==> config.mk <==
export PLATFORM = sky130hd
export DESIGN_NAME = fetch_stash_buf
export DESIGN_NICKNAME = d
export VERILOG_FILES = /design/src/rtl/ssb_pkg.sv /design/src/rtl/ssb_qualify.sv /design/src/rtl/ssb_stash.sv /design/src/rtl/ssb_out_mux.sv /design/src/rtl/fetch_stash_buf.sv
export SDC_FILE = /design/constraint.sdc
export NUM_CORES = 1
export LEC_CHECK = 0
export BUFFER_PORTS_ARGS = -buffer_cell sky130_fd_sc_hd__buf_2
export CAP_MARGIN = 10
export CORE_AREA = 4 4 94 96
export DETAILED_ROUTE_END_ITERATION = 10
export DIE_AREA = 0 0 98 100
export PLACE_DENSITY = 0.74
export RECOVER_POWER = 100
export SLEW_MARGIN = 20
export SYNTH_ARGS = -nofsm -noshare
export SYNTH_HDL_FRONTEND = slang
export SYNTH_SLANG_ARGS = --single-unit
==> constraint.sdc <==
create_clock -name clk_i -period 4.4 [get_ports clk_i]
set_clock_uncertainty 0.1 [all_clocks]
set_input_delay 0.66 -clock clk_i [delete_from_list [all_inputs] [get_ports clk_i]]
set_output_delay 0.66 -clock clk_i [all_outputs]
set_load 0.03 [all_outputs]
==> src/rtl/ssb_pkg.sv <==
package ssb_pkg;
  typedef enum logic {
    SRC_CACHE = 1'b0,
    SRC_STASH = 1'b1
  } out_src_e;
endpackage

==> src/rtl/ssb_qualify.sv <==
// Marks a cache word as new only if the fetch address advanced after its read.
module ssb_qualify (
  input  logic clk_i,
  input  logic rst_ni,
  input  logic flush_i,
  input  logic stall_i,
  input  logic cache_valid_i,
  output logic in_ok_o
);
  logic hold_q;
  logic flush_q;

  always_ff @(posedge clk_i or negedge rst_ni) begin
    if (!rst_ni) begin
      hold_q  <= 1'b0;
      flush_q <= 1'b0;
    end else begin
      hold_q  <= stall_i;
      flush_q <= flush_i;
    end
  end

  assign in_ok_o = cache_valid_i && !hold_q && !flush_q;

  a_r3_repeat_dropped: assert property (@(posedge clk_i) disable iff (!rst_ni)
    stall_i |=> !in_ok_o);
  a_r7_stale_dropped: assert property (@(posedge clk_i) disable iff (!rst_ni)
    flush_i |=> !in_ok_o);
endmodule

==> src/rtl/ssb_stash.sv <==
module ssb_stash #(
  parameter int WORD_W = 32,
  parameter int ADDR_W = 32
) (
  input  logic              clk_i,
  input  logic              rst_ni,
  input  logic              flush_i,
  input  logic              stall_i,
  input  logic              in_ok_i,
  input  logic [WORD_W-1:0] word_i,
  input  logic [ADDR_W-1:0] addr_i,
  output logic              full_o,
  output logic [WORD_W-1:0] word_o,
  output logic [ADDR_W-1:0] addr_o
);
  localparam int EntryW = WORD_W + ADDR_W;

  logic              full_q;
  logic [EntryW-1:0] data_q;
  logic              load;
  logic              drain;

  assign load  = !full_q && stall_i && in_ok_i && !flush_i;
  assign drain = full_q && !stall_i;

  always_ff @(posedge clk_i or negedge rst_ni) begin
    if (!rst_ni) begin
      full_q <= 1'b0;
    end else if (flush_i || drain) begin
      full_q <= 1'b0;
    end else if (load) begin
      full_q <= 1'b1;
    end
  end

  always_ff @(posedge clk_i or negedge rst_ni) begin
    if (!rst_ni) data_q <= '0;
    else if (load) data_q <= {word_i, addr_i};
  end

  assign full_o = full_q;
  assign word_o = data_q[EntryW-1:ADDR_W];
  assign addr_o = data_q[ADDR_W-1:0];

  a_r4_capture: assert property (@(posedge clk_i) disable iff (!rst_ni)
    (!full_q && stall_i && in_ok_i && !flush_i)
      |=> (full_q && addr_o == $past(addr_i) && word_o == $past(word_i)));
  a_r6_hold_contents: assert property (@(posedge clk_i) disable iff (!rst_ni)
    (full_q && stall_i && !flush_i) |=> (full_q && $stable(data_q)));
  a_r6_no_collision: assert property (@(posedge clk_i) disable iff (!rst_ni)
    full_q |-> !in_ok_i);
  a_r5_drain: assert property (@(posedge clk_i) disable iff (!rst_ni)
    (full_q && !stall_i) |=> !full_q);
  a_r7_flush_clear: assert property (@(posedge clk_i) disable iff (!rst_ni)
    flush_i |=> !full_q);
endmodule

==> src/rtl/ssb_out_mux.sv <==
module ssb_out_mux
  import ssb_pkg::*;
#(
  parameter int WORD_W = 32,
  parameter int ADDR_W = 32
) (
  input  logic              flush_i,
  input  logic              in_ok_i,
  input  logic [WORD_W-1:0] cache_word_i,
  input  logic [ADDR_W-1:0] cache_addr_i,
  input  logic              stash_full_i,
  input  logic [WORD_W-1:0] stash_word_i,
  input  logic [ADDR_W-1:0] stash_addr_i,
  output logic              valid_o,
  output logic [WORD_W-1:0] word_o,
  output logic [ADDR_W-1:0] addr_o
);
  out_src_e sel;

  always_comb begin
    sel     = stash_full_i ? SRC_STASH : SRC_CACHE;
    valid_o = !flush_i && (stash_full_i || in_ok_i);
    unique case (sel)
      SRC_STASH: begin
        word_o = stash_word_i;
        addr_o = stash_addr_i;
      end
      default: begin
        word_o = cache_word_i;
        addr_o = cache_addr_i;
      end
    endcase
  end
endmodule

==> src/rtl/fetch_stash_buf.sv <==
module fetch_stash_buf #(
  parameter int WORD_W = 32,
  parameter int ADDR_W = 32
) (
  input  logic              clk_i,
  input  logic              rst_ni,
  input  logic              flush_i,
  input  logic              stall_i,
  input  logic              cache_valid_i,
  input  logic [WORD_W-1:0] cache_word_i,
  input  logic [ADDR_W-1:0] cache_addr_i,
  output logic              dec_valid_o,
  output logic [WORD_W-1:0] dec_word_o,
  output logic [ADDR_W-1:0] dec_addr_o
);
  logic              in_ok;
  logic              stash_full;
  logic [WORD_W-1:0] stash_word;
  logic [ADDR_W-1:0] stash_addr;

  ssb_qualify i_qualify (
    .clk_i         (clk_i),
    .rst_ni        (rst_ni),
    .flush_i       (flush_i),
    .stall_i       (stall_i),
    .cache_valid_i (cache_valid_i),
    .in_ok_o       (in_ok)
  );

  ssb_stash #(.WORD_W(WORD_W), .ADDR_W(ADDR_W)) i_stash (
    .clk_i   (clk_i),
    .rst_ni  (rst_ni),
    .flush_i (flush_i),
    .stall_i (stall_i),
    .in_ok_i (in_ok),
    .word_i  (cache_word_i),
    .addr_i  (cache_addr_i),
    .full_o  (stash_full),
    .word_o  (stash_word),
    .addr_o  (stash_addr)
  );

  ssb_out_mux #(.WORD_W(WORD_W), .ADDR_W(ADDR_W)) i_out_mux (
    .flush_i      (flush_i),
    .in_ok_i      (in_ok),
    .cache_word_i (cache_word_i),
    .cache_addr_i (cache_addr_i),
    .stash_full_i (stash_full),
    .stash_word_i (stash_word),
    .stash_addr_i (stash_addr),
    .valid_o      (dec_valid_o),
    .word_o       (dec_word_o),
    .addr_o       (dec_addr_o)
  );

  a_r7_quiet_on_flush: assert property (@(posedge clk_i) disable iff (!rst_ni)
    flush_i |-> !dec_valid_o);
  a_r5_replay_stash: assert property (@(posedge clk_i) disable iff (!rst_ni)
    (stall_i && !flush_i && dec_valid_o) |=> (!flush_i -> (dec_valid_o && $stable(dec_addr_o))));
endmodule

==> impl_metrics.yaml, run 1 <==
grt:
  grt_max_degree: 65
  grt_use_total_pct: 14.3
  grt_overflow: 0
  grt_pass1_wl_um: 11200
  grt_pass1_vias: 2291
  antenna_found_initial: 0
power:
  power_density_nw_per_um2: 387
  power_leakage_nw: 1.82
  peakVddDrop_mv: 0.146
  p_total_mw: 1.58
clock_tree:
  post_cts_resized: 0
  cts_buffer_depth: 2
  htree_num_levels: 3
  cts_tree: "done"
  insertion_delay_ps: 320
  cts.reportedPaths.clkPinSlew_ps: 60
  cts_made_buffers: 9
  cts.sinks: 67
  post_cts_buffers: 0
  cts.hold.buffers_added: 0
  clockRootBuffer: "clkbuf_8"
sta:
  rsz0062_at_grt: "false"
  setup_viol: 0
  period_minus_slack_ps: 3070
  tightest_slew_ps: 1830
  min_period_over_period_pct: 69.8
  finalMaxSlewViolations: 36
  max_freq_ghz: 0.325
  hold_violations: 0
  relSlewSlack_pct: -21.9
  setup_tns_ps: 0
drt:
  detail-route-antenna-nets: 0
  routedWlPerCell_um: 14.8
  wl_um: 6700
  drt_pass1_iterations: 4
  drc: 0
  drt_iter0_drc: 37
  viasPerCell: 4.70
  vias: 2136
setup_path:
  worstSetupStartpointType: "register"
  required_ps: 3640
  critPathKind: "reg2out"
  cp_max_fo: 41
  critPathCaptureType: "output port"
  cp_data_arrival_time_ps: 2310
synth:
  syn_nets: 283
  yosysSeqAreaShare_pct: 47.4
  avgSynthCellArea_um2: 16.5
  synth_area_um2: 3540
  synth_cell_types: 11
  ys.warnings.count: 0
  synth_cells: 214
  synth-seq-cells: 67
place:
  placed_area_um2: 4190
  place_hpwl_um: 4710
  io_buffers: 133
  gp_congestion: 0.731
final_layout:
  layout-drive-gt1-share_pct: 43.8
  fin_area_um2: 4070
  diodes: 0
  multiInputGateArea_um2: 1480
  fillers: 797
  final_cell_mix: "mux2_2, clkbuf_1, dfrtp_1, buf_2, mux2_1"
  final_common_cell: "mux2_2"
  nets: 416
  seq_area_um2: 1680
  syn_to_final_growth_pct: 15.1
floorplan:
  start_util_pct: 43.9
  die_area_um2: 9800
  core_area_um2: 8050
  die_y_um: 100
  die_w_um: 98
  num_rows: 33
  ios: 134
outcome:
  violations: "max-capacitance violations, max-slew violations"
  status: "complete, but fails checks"
hold_path:
  hold_class: "in2reg"
job:
  maxCapViolCount: 1
==> kinds of logic after synthesis <==
kind of cell	count (synthesis)	synth area share (%)
AO/OA/AOI/OAI	1	0.141
flip-flops	67	47.4
AND/OR/NAND/NOR	3	0.813
multiplexers	128	47.1
buffers and inverters	15	4.56
==> area by class of cell <==
| cell class | count | share of cell area [%] |
|---|---|---|
| Clock inverter | 3 | 0.430 |
| Sequential cell | 67 | 41.2 |
| Tap cell | 105 | 3.23 |
| Inverter | 1 | 0.0922 |
| Timing Repair Buffer | 136 | 15.3 |
| Multi-Input combinational cell | 132 | 36.3 |
| Clock buffer | 10 | 3.38 |
==> through the flow <==
| stage | setup slack [ps] | util [%] | hold slack (ps) | cells |
|---|---|---|---|---|
| finish | 1330 | 50.6 | 382 | 454 |
| floorplan | 2050 | - | 264 | 214 |
| detailed placement | 1550 | 52.1 | 388 | 440 |
| global placement | 1590 | 52.1 | 384 | 440 |
| global route | 1150 | 50.6 | 364 | 454 |
| CTS | 1270 | 54.0 | 311 | 453 |
==> final timing paths <==
check	start	endpoint	slack [ps]	cells after the start
setup / recovery	i_stash.full_o$_DFFE_PN0P_	dec_addr_o[27]	1330	3
setup reg to reg	i_stash.full_o$_DFFE_PN0P_	i_stash.data_q[55]$_DFFE_PN0P_	1480	3
hold reg to reg	i_stash.data_q[13]$_DFFE_PN0P_	i_stash.data_q[13]$_DFFE_PN0P_	390	1
max in group asynchronous	rst_ni	i_stash.full_o$_DFFE_PN0P_	2190	2
min in group asynchronous	rst_ni	i_stash.data_q[24]$_DFFE_PN0P_	710	1
hold / removal	flush_i	i_qualify.flush_q$_DFF_PN0_	380	1
==> synthesized netlist by cell type <==
cell type   n  share of area (%)
clkbuf_1    7               0.74
dfrtp_1    67                 47
inv_1       1               0.11
mux2_2     68                 22
and2_1      1               0.18
mux2_4     60                 25
buf_12      6                3.4
buf_6       1               0.32
a21oi_1     1               0.14
or3b_1      1               0.25
or4b_4      1               0.39
==> flip-flops by register name, summed over array words and instances (netlist names) <==
name               flops
i_qualify.flush_q      1
i_stash.data_q        64
i_stash.full_o         1
i_qualify.hold_q       1
==> worst max-delay path: stages, from the launching register on <==
cell      delay [ps]
dfrtp_2          920
buf_4            460
mux2_2           390
clkbuf_1         220
==> report_power, final <==
group / switching [mW] / leakage [nW] / internal (mW)
Combinational: 0.170 / 0.917 / 0.151
Sequential: 0.0719 / 0.819 / 0.759
Clock: 0.216 / 0.0799 / 0.208
Total: 0.457 / 1.82 / 1.12
==> routing by layer <==
metal | track usage [%] | part of all wire [%] | up-vias
met3 | 3.47 | 7.1 | 10
li1 | - | - | 1038
met4 | 6.39 | 1.3 | 0
met2 | 21.6 | 46 | 85
met5 | 0 | 0 | -
met1 | 19.5 | 45 | 1003
(Power assumes the default switching activity.)
==> inputs of run 2 (changes only) <==
PLACE_DENSITY = 0.77   (was 0.74)
clock period = 2.66 ns   (was 4.4 ns; I/O delays follow)
==> run 2 against run 1 <==
The run still ends with max-capacitance violations, max-slew violations left. Sequential power grew 66%. Via count grew 2.2%. Power up 70%. Register-to-register slack lost 1100 ps. Flip-flop and latch count stayed put. Sequential share of layout area shrank 0.55 points. First-iteration DRC count fell by 30%. Critical path depth is 1 higher. Core utilization up 0.68 points. Clock power rose by 80%. Clock-buffer cell count is 3 higher. Global-route usage increased by 0.21 points. Critical path type is now reg2reg. Highest routed layer unchanged.
==> impl_metrics.yaml, run 2 (synthesis gave the netlist of run 1 again) <==
power:
  power_leakage_nw: 1.84
  switchingPower_mw: 0.761
  power_density_nw_per_um2: 649
  comb_power_share_pct: 20.2
  pwr-share-clk_pct: 28.4
  seqPwrFrac_pct: 51.3
  intPower_mw: 1.92
  switching_share_pct: 28.4
  peakVddDrop_mv: 0.297
grt:
  grt_max_degree: 66
  grt_use_total_pct: 14.5
  grt_pass1_wl_um: 11500
  grt_pass1_vias: 2372
  grt_overflow: 0
  antenna_found_initial: 0
clock_tree:
  cts_tree: "done"
  cts_made_buffers: 9
  htree_num_levels: 3
  clockRootBuffer: "clkbuf_8"
  cts_buffer_depth: 2
  cts.hold.buffers_added: 0
  post_cts_buffers: 0
  insertion_delay_ps: 320
  cts.sinks: 67
  cts.reportedPaths.clkPinSlew_ps: 60
  post_cts_resized: 0
drt:
  detail-route-antenna-nets: 0
  vias: 2184
  drt_pass1_iterations: 3
  drt_iter0_drc: 26
  routedWlPerCell_um: 14.9
  wl_um: 6810
  viasPerCell: 4.78
  drc: 0
setup_path:
  worstReg2RegEnd: "i_stash.data_q[24]$_DFFE_PN0P_"
  worstSetupStartpointType: "register"
  critPathCaptureType: "register"
  critPathKind: "reg2reg"
  ff2ff_path_depth: 4
  rr_startpoint: "i_qualify.hold_q$_DFF_PN0_"
  cp_max_fo: 27
  r2r_slack_ps: 350
  required_ps: 2770
  cp_data_arrival_time_ps: 2410
hold_path:
  holdPathEnd: "i_qualify.hold_q$_DFF_PN0_"
  hold_class: "in2reg"
  hp-start: "stall_i"
  hold_depth: 1
floorplan:
  num_rows: 33
  die_area_um2: 9800
  die_w_um: 98
  ios: 134
  die_y_um: 100
  start_util_pct: 43.9
  core_area_um2: 8050
sta:
  period_minus_slack_ps: 2310
  min_period_over_period_pct: 86.8
  rsz0062_at_grt: "false"
  finalMaxSlewViolations: 34
  tightest_slew_ps: 1830
  setup_tns_ps: 0
  hold_violations: 0
  setup_viol: 0
  relSlewSlack_pct: -22.3
  max_freq_ghz: 0.433
job:
  maxCapViolCount: 1
place:
  io_buffers: 133
  gp_congestion: 0.766
  place_hpwl_um: 4890
  placed_area_um2: 4260
final_layout:
  fin_area_um2: 4130
  diodes: 0
  syn_to_final_growth_pct: 16.6
  nets: 417
  final_cell_mix: "clkbuf_1, mux2_2, dfrtp_1"
  regMostFlops: "i_stash.data_q"
  final_common_cell: "clkbuf_1"
  layout-drive-gt1-share_pct: 44.3
  largest_reg_flops: 64
outcome:
  violations: "max-capacitance violations, max-slew violations"
  status: "complete, but fails checks"
==> run 2: changes by cell type in the layout (fill, tap and decap cells not counted), sizes merged <==
cell,delta
clkinvlp,-1
clkbuf,+4
==> run 2: layout make-up <==
type / instances / area (µm²)
inverters: 1 / 3.75
repair buffers: 137 / 648
fillers: 806 / 3930
well taps: 105 / 131
multi-input cells: 132 / 1490
clock buffers: 13 / 169
clock inverters: 2 / 10.0
flip-flops and latches: 67 / 1680
==> run 2: routing by layer <==
layer / wire, µm / part of all wire [%] / track usage (%)
met4: 53 / 0.78 / 3.41
met1: 2950 / 43 / 18.6
met2: 3210 / 47 / 23.1
met5: 0 / 0 / 0
met3: 587 / 8.6 / 5.77
==> run 2: how the worst max path moves through the flow <==
stage	cells after the start	from	slack, ps	endpoint
5_1_grt	4	i_qualify.hold_q$_DFF_PN0_	240	i_stash.data_q[28]$_DFFE_PN0P_
3_3_place_gp	5	cache_valid_i	330	i_stash.data_q[21]$_DFFE_PN0P_
6_report	4	i_qualify.hold_q$_DFF_PN0_	350	i_stash.data_q[24]$_DFFE_PN0P_
3_5_place_dp	5	cache_valid_i	310	i_stash.data_q[37]$_DFFE_PN0P_
2_1_floorplan	5	cache_valid_i	570	i_stash.data_q[0]$_DFFE_PN0P_
4_1_cts	4	i_qualify.hold_q$_DFF_PN0_	410	i_stash.data_q[29]$_DFFE_PN0P_
==> run 2: power groups by stage <==
stage          Clock, mW  Combinational, mW  Sequential, mW
5_1_grt            0.846              0.595            1.40
4_1_cts            0.802              0.737            1.38
6_report           0.762              0.542            1.38
3_5_place_dp           0              0.737            1.39
2_1_floorplan          0              0.578            1.35
3_3_place_gp           0              0.713            1.39
==> run 2: critical path, stage by stage, from the launching register on <==
cell and delay, ps:
dfrtp_1 350, or3b_1 400, or4b_4 670, buf_4 310
mux2_1 350
==> run 2: metrics by stage <==
stage          power [mW]  hold slack, ps  setup slack (ps)  utilization [%]  instances
2_1_floorplan        1.93            3.41               566                -        214
3_3_place_gp         2.10             384               328             52.9        442
3_5_place_dp         2.13             388               308             52.9        442
6_report             2.68             125               352             51.3        457
4_1_cts              2.92            44.1               409             55.1        457
5_1_grt              2.85             102               242             51.3        457
==> inputs of run 3 (changes only) <==
ABC_AREA = 1   (was unset)
PLACE_DENSITY = 0.76   (was 0.77)
==> run 3 against run 2 <==
The flow still finishes with violations (max-capacitance violations, max-slew violations). Synthesized area fell by 2.7%. Maximum frequency is 3.5% lower. Synthesized cell count grew 130%. Critical path depth unchanged. Core utilization increased by 1.5 points. Non-clock buffer count is 6 higher. Sequential share of layout area shrank 1.1 points. Wire length increased by 31%. Worst setup slack got worse by 83 ps. Critical path type is now reg2out. Largest power group unchanged. Highest routed layer unchanged.
==> impl_metrics.yaml, run 3 <==
outcome:
  status: "complete, but fails checks"
  violations: "max-capacitance violations, max-slew violations"
synth:
  yosys-top-cells-count: "nand2_1, dfrtp_1, nand3_1"
  synth_area_um2: 3440
  synth_cells: 498
  synthTopCellsByArea: "dfrtp_1, nand2_1, nand3_1"
  yosysMostFrequentCell: "nand2_1"
  synth_top_cell_by_area: "dfrtp_1"
  avgSynthCellArea_um2: 6.91
  synth_ff_type: "dfrtp_1"
  synth-edff-count: 0
  synth-seq-cells: 67
  synth_cell_types: 10
  yosysSeqAreaShare_pct: 48.7
  synthArstFlopShare_pct: 100
  yosysTopAreaCellShare_pct: 48.7
  ys.warnings.count: 0
  syn_nets: 567
setup_path:
  crit_buf_inv: 2
  cp_max_fo: 66
  cp_data_arrival_time_ps: 1890
  r2r_slack_ps: 750
  cp_top_family: "buffers and inverters"
  ff2ff_path_depth: 6
  required_ps: 2160
  critPathKind: "reg2out"
  critPathCaptureType: "output port"
  worstReg2RegEnd: "i_stash.data_q[41]$_DFFE_PN0P_"
  max_stage_delay_ps: 590
  slowest_stage: "clkbuf_4"
  cp_cell_sequence: "clkbuf_4, nand2_1, nand2_1, clkbuf_1"
  rr_startpoint: "i_stash.full_o$_DFFE_PN0P_"
  cp_common_cell: "nand2_1"
  worstSetupStartpointType: "register"
clock_tree:
  post_cts_resized: 0
  cts_buffer_depth: 2
  post_cts_buffers: 0
  clockRootBuffer: "clkbuf_8"
  htree_num_levels: 3
  cts_made_buffers: 9
  cts_tree: "done"
  cts.sinks: 67
  insertion_delay_ps: 320
  cts.reportedPaths.clkPinSlew_ps: 60
final_layout:
  nets: 686
  final_common_cell: "nand2_1"
  regMostFlops: "i_stash.data_q"
  seq_area_um2: 1680
  layout-drive-gt1-share_pct: 16.6
  fillers: 877
  multiInputGateArea_um2: 1570
  final_cell_mix: "nand2_1, buf_2, dfrtp_1"
  diodes: 0
  syn_to_final_growth_pct: 23.3
  final_cells: 727
  largest_reg_flops: 64
job:
  maxCapViolCount: 1
grt:
  grt_overflow: 0
  gr-max-usage-layer: "met2"
  met3_usage_pct: 4.17
  grt_use_total_pct: 18.8
  grt_pass1_vias: 3348
  grt_use_met1_pct: 24.4
  grt_max_degree: 67
  use_met2_pct: 31.6
  antenna_found_initial: 0
  grt_pass1_wl_um: 15300
drt:
  routedWlPerCell_um: 12.3
  viasPerCell: 4.82
  detail-route-antenna-nets: 0
  drc: 0
  vias: 3501
  drt_pass1_iterations: 4
  drt_iter0_drc: 180
  wl_um: 8930
place:
  place_hpwl_um: 6150
  io_buffers: 133
  gp_congestion: 0.789
  dpl.cell_count: 710
sta:
  setup_tns_ps: 0
  min_period_over_period_pct: 89.9
  period_minus_slack_ps: 2390
  tightest_slew_ps: 1570
  setup_viol: 0
  rsz0062_at_grt: "false"
  finalMaxSlewViolations: 31
  max_freq_ghz: 0.418
  hold_violations: 0
  relSlewSlack_pct: -4.99
floorplan:
  core_area_um2: 8050
  start_util_pct: 42.8
  die_area_um2: 9800
  ios: 134
  num_rows: 33
  die_w_um: 98
  die_y_um: 100
hold_path:
  hold_depth: 1
  hold_class: "in2reg"
  hp-start: "flush_i"
  holdPathEnd: "i_qualify.flush_q$_DFF_PN0_"
power:
  peakVddDrop_mv: 0.284
  power_density_nw_per_um2: 604
  power_leakage_nw: 2.47
==> run 3: changes by cell type after synthesis, sizes merged <==
cell    before  now
nor2         0    2
mux2       128    0
or3b         1    0
nand2        0  324
inv          1    4
o21a         0    1
buf          7   31
clkbuf       7    4
and2         1    0
nand3        0   65
or4b         1    0
a21oi        1    0
==> run 3: what timing repair did <==
action,4_1_cts,5_1_grt
endpoints found under the setup margin,0,0
hold buffers,1,0
hold endpoints to repair,1,0
==> run 3: per-layer routing <==
layer | vias to the layer above | wire, µm
met3 | 4 | 687
met5 | - | 0
li1 | 1767 | -
met1 | 1604 | 3900
met2 | 126 | 4290
met4 | 0 | 57
==> run 3: kinds of logic (layout without fill, tap and decap cells) <==
family,after synthesis,count (layout),share of synthesized area [%]
AOI/OAI and AO/OA,1,1,0.218
buffers and inverters,39,163,5.96
DFF,67,67,48.7
and+or+nand+nor,391,391,45.1
==> run 3: how the worst max path moves through the flow <==
stage	to	depth (start not counted)	startpoint	slack (ps)
6_report	dec_addr_o[26]	4	i_stash.full_o$_DFFE_PN0P_	270
5_1_grt	dec_word_o[2]	4	i_stash.full_o$_DFFE_PN0P_	160
4_1_cts	dec_valid_o	3	i_stash.full_o$_DFFE_PN0P_	430
3_5_place_dp	i_stash.data_q[41]$_DFFE_PN0P_	6	i_stash.full_o$_DFFE_PN0P_	760
2_1_floorplan	dec_addr_o[0]	5	i_stash.full_o$_DFFE_PN0P_	1110
3_3_place_gp	dec_valid_o	3	i_stash.full_o$_DFFE_PN0P_	820
==> run 3: layout make-up <==
| cell class | instances | area share, % |
|---|---|---|
| inverter | 4 | 0.354 |
| tap | 105 | 3.10 |
| timing repair buffer | 143 | 16.5 |
| multi-input combinational | 392 | 36.9 |
| clock inverter | 3 | 0.354 |
| clock buffer | 13 | 3.27 |
| sequential | 67 | 39.5 |
==> run 3: power breakdown <==
part / leakage [nW] / switching, mW / internal, mW / total [mW]
registers: 0.849 / 0.112 / 1.22 / 1.33
clock network: 0.0812 / 0.353 / 0.335 / 0.688
logic: 1.54 / 0.369 / 0.176 / 0.545
==> run 3: stage by stage <==
stage	total power [mW]	setup WS (ps)	hold slack [ps]	util (%)	cell area, µm²
floorplan	1.71	1110	3.41	-	3440
global placement	1.89	821	353	51.6	4160
detailed placement	1.91	764	359	51.6	4160
CTS	2.61	434	79.7	53.7	4320
global route	2.74	161	79.1	52.7	4240
finish	2.56	269	98.9	52.7	4240
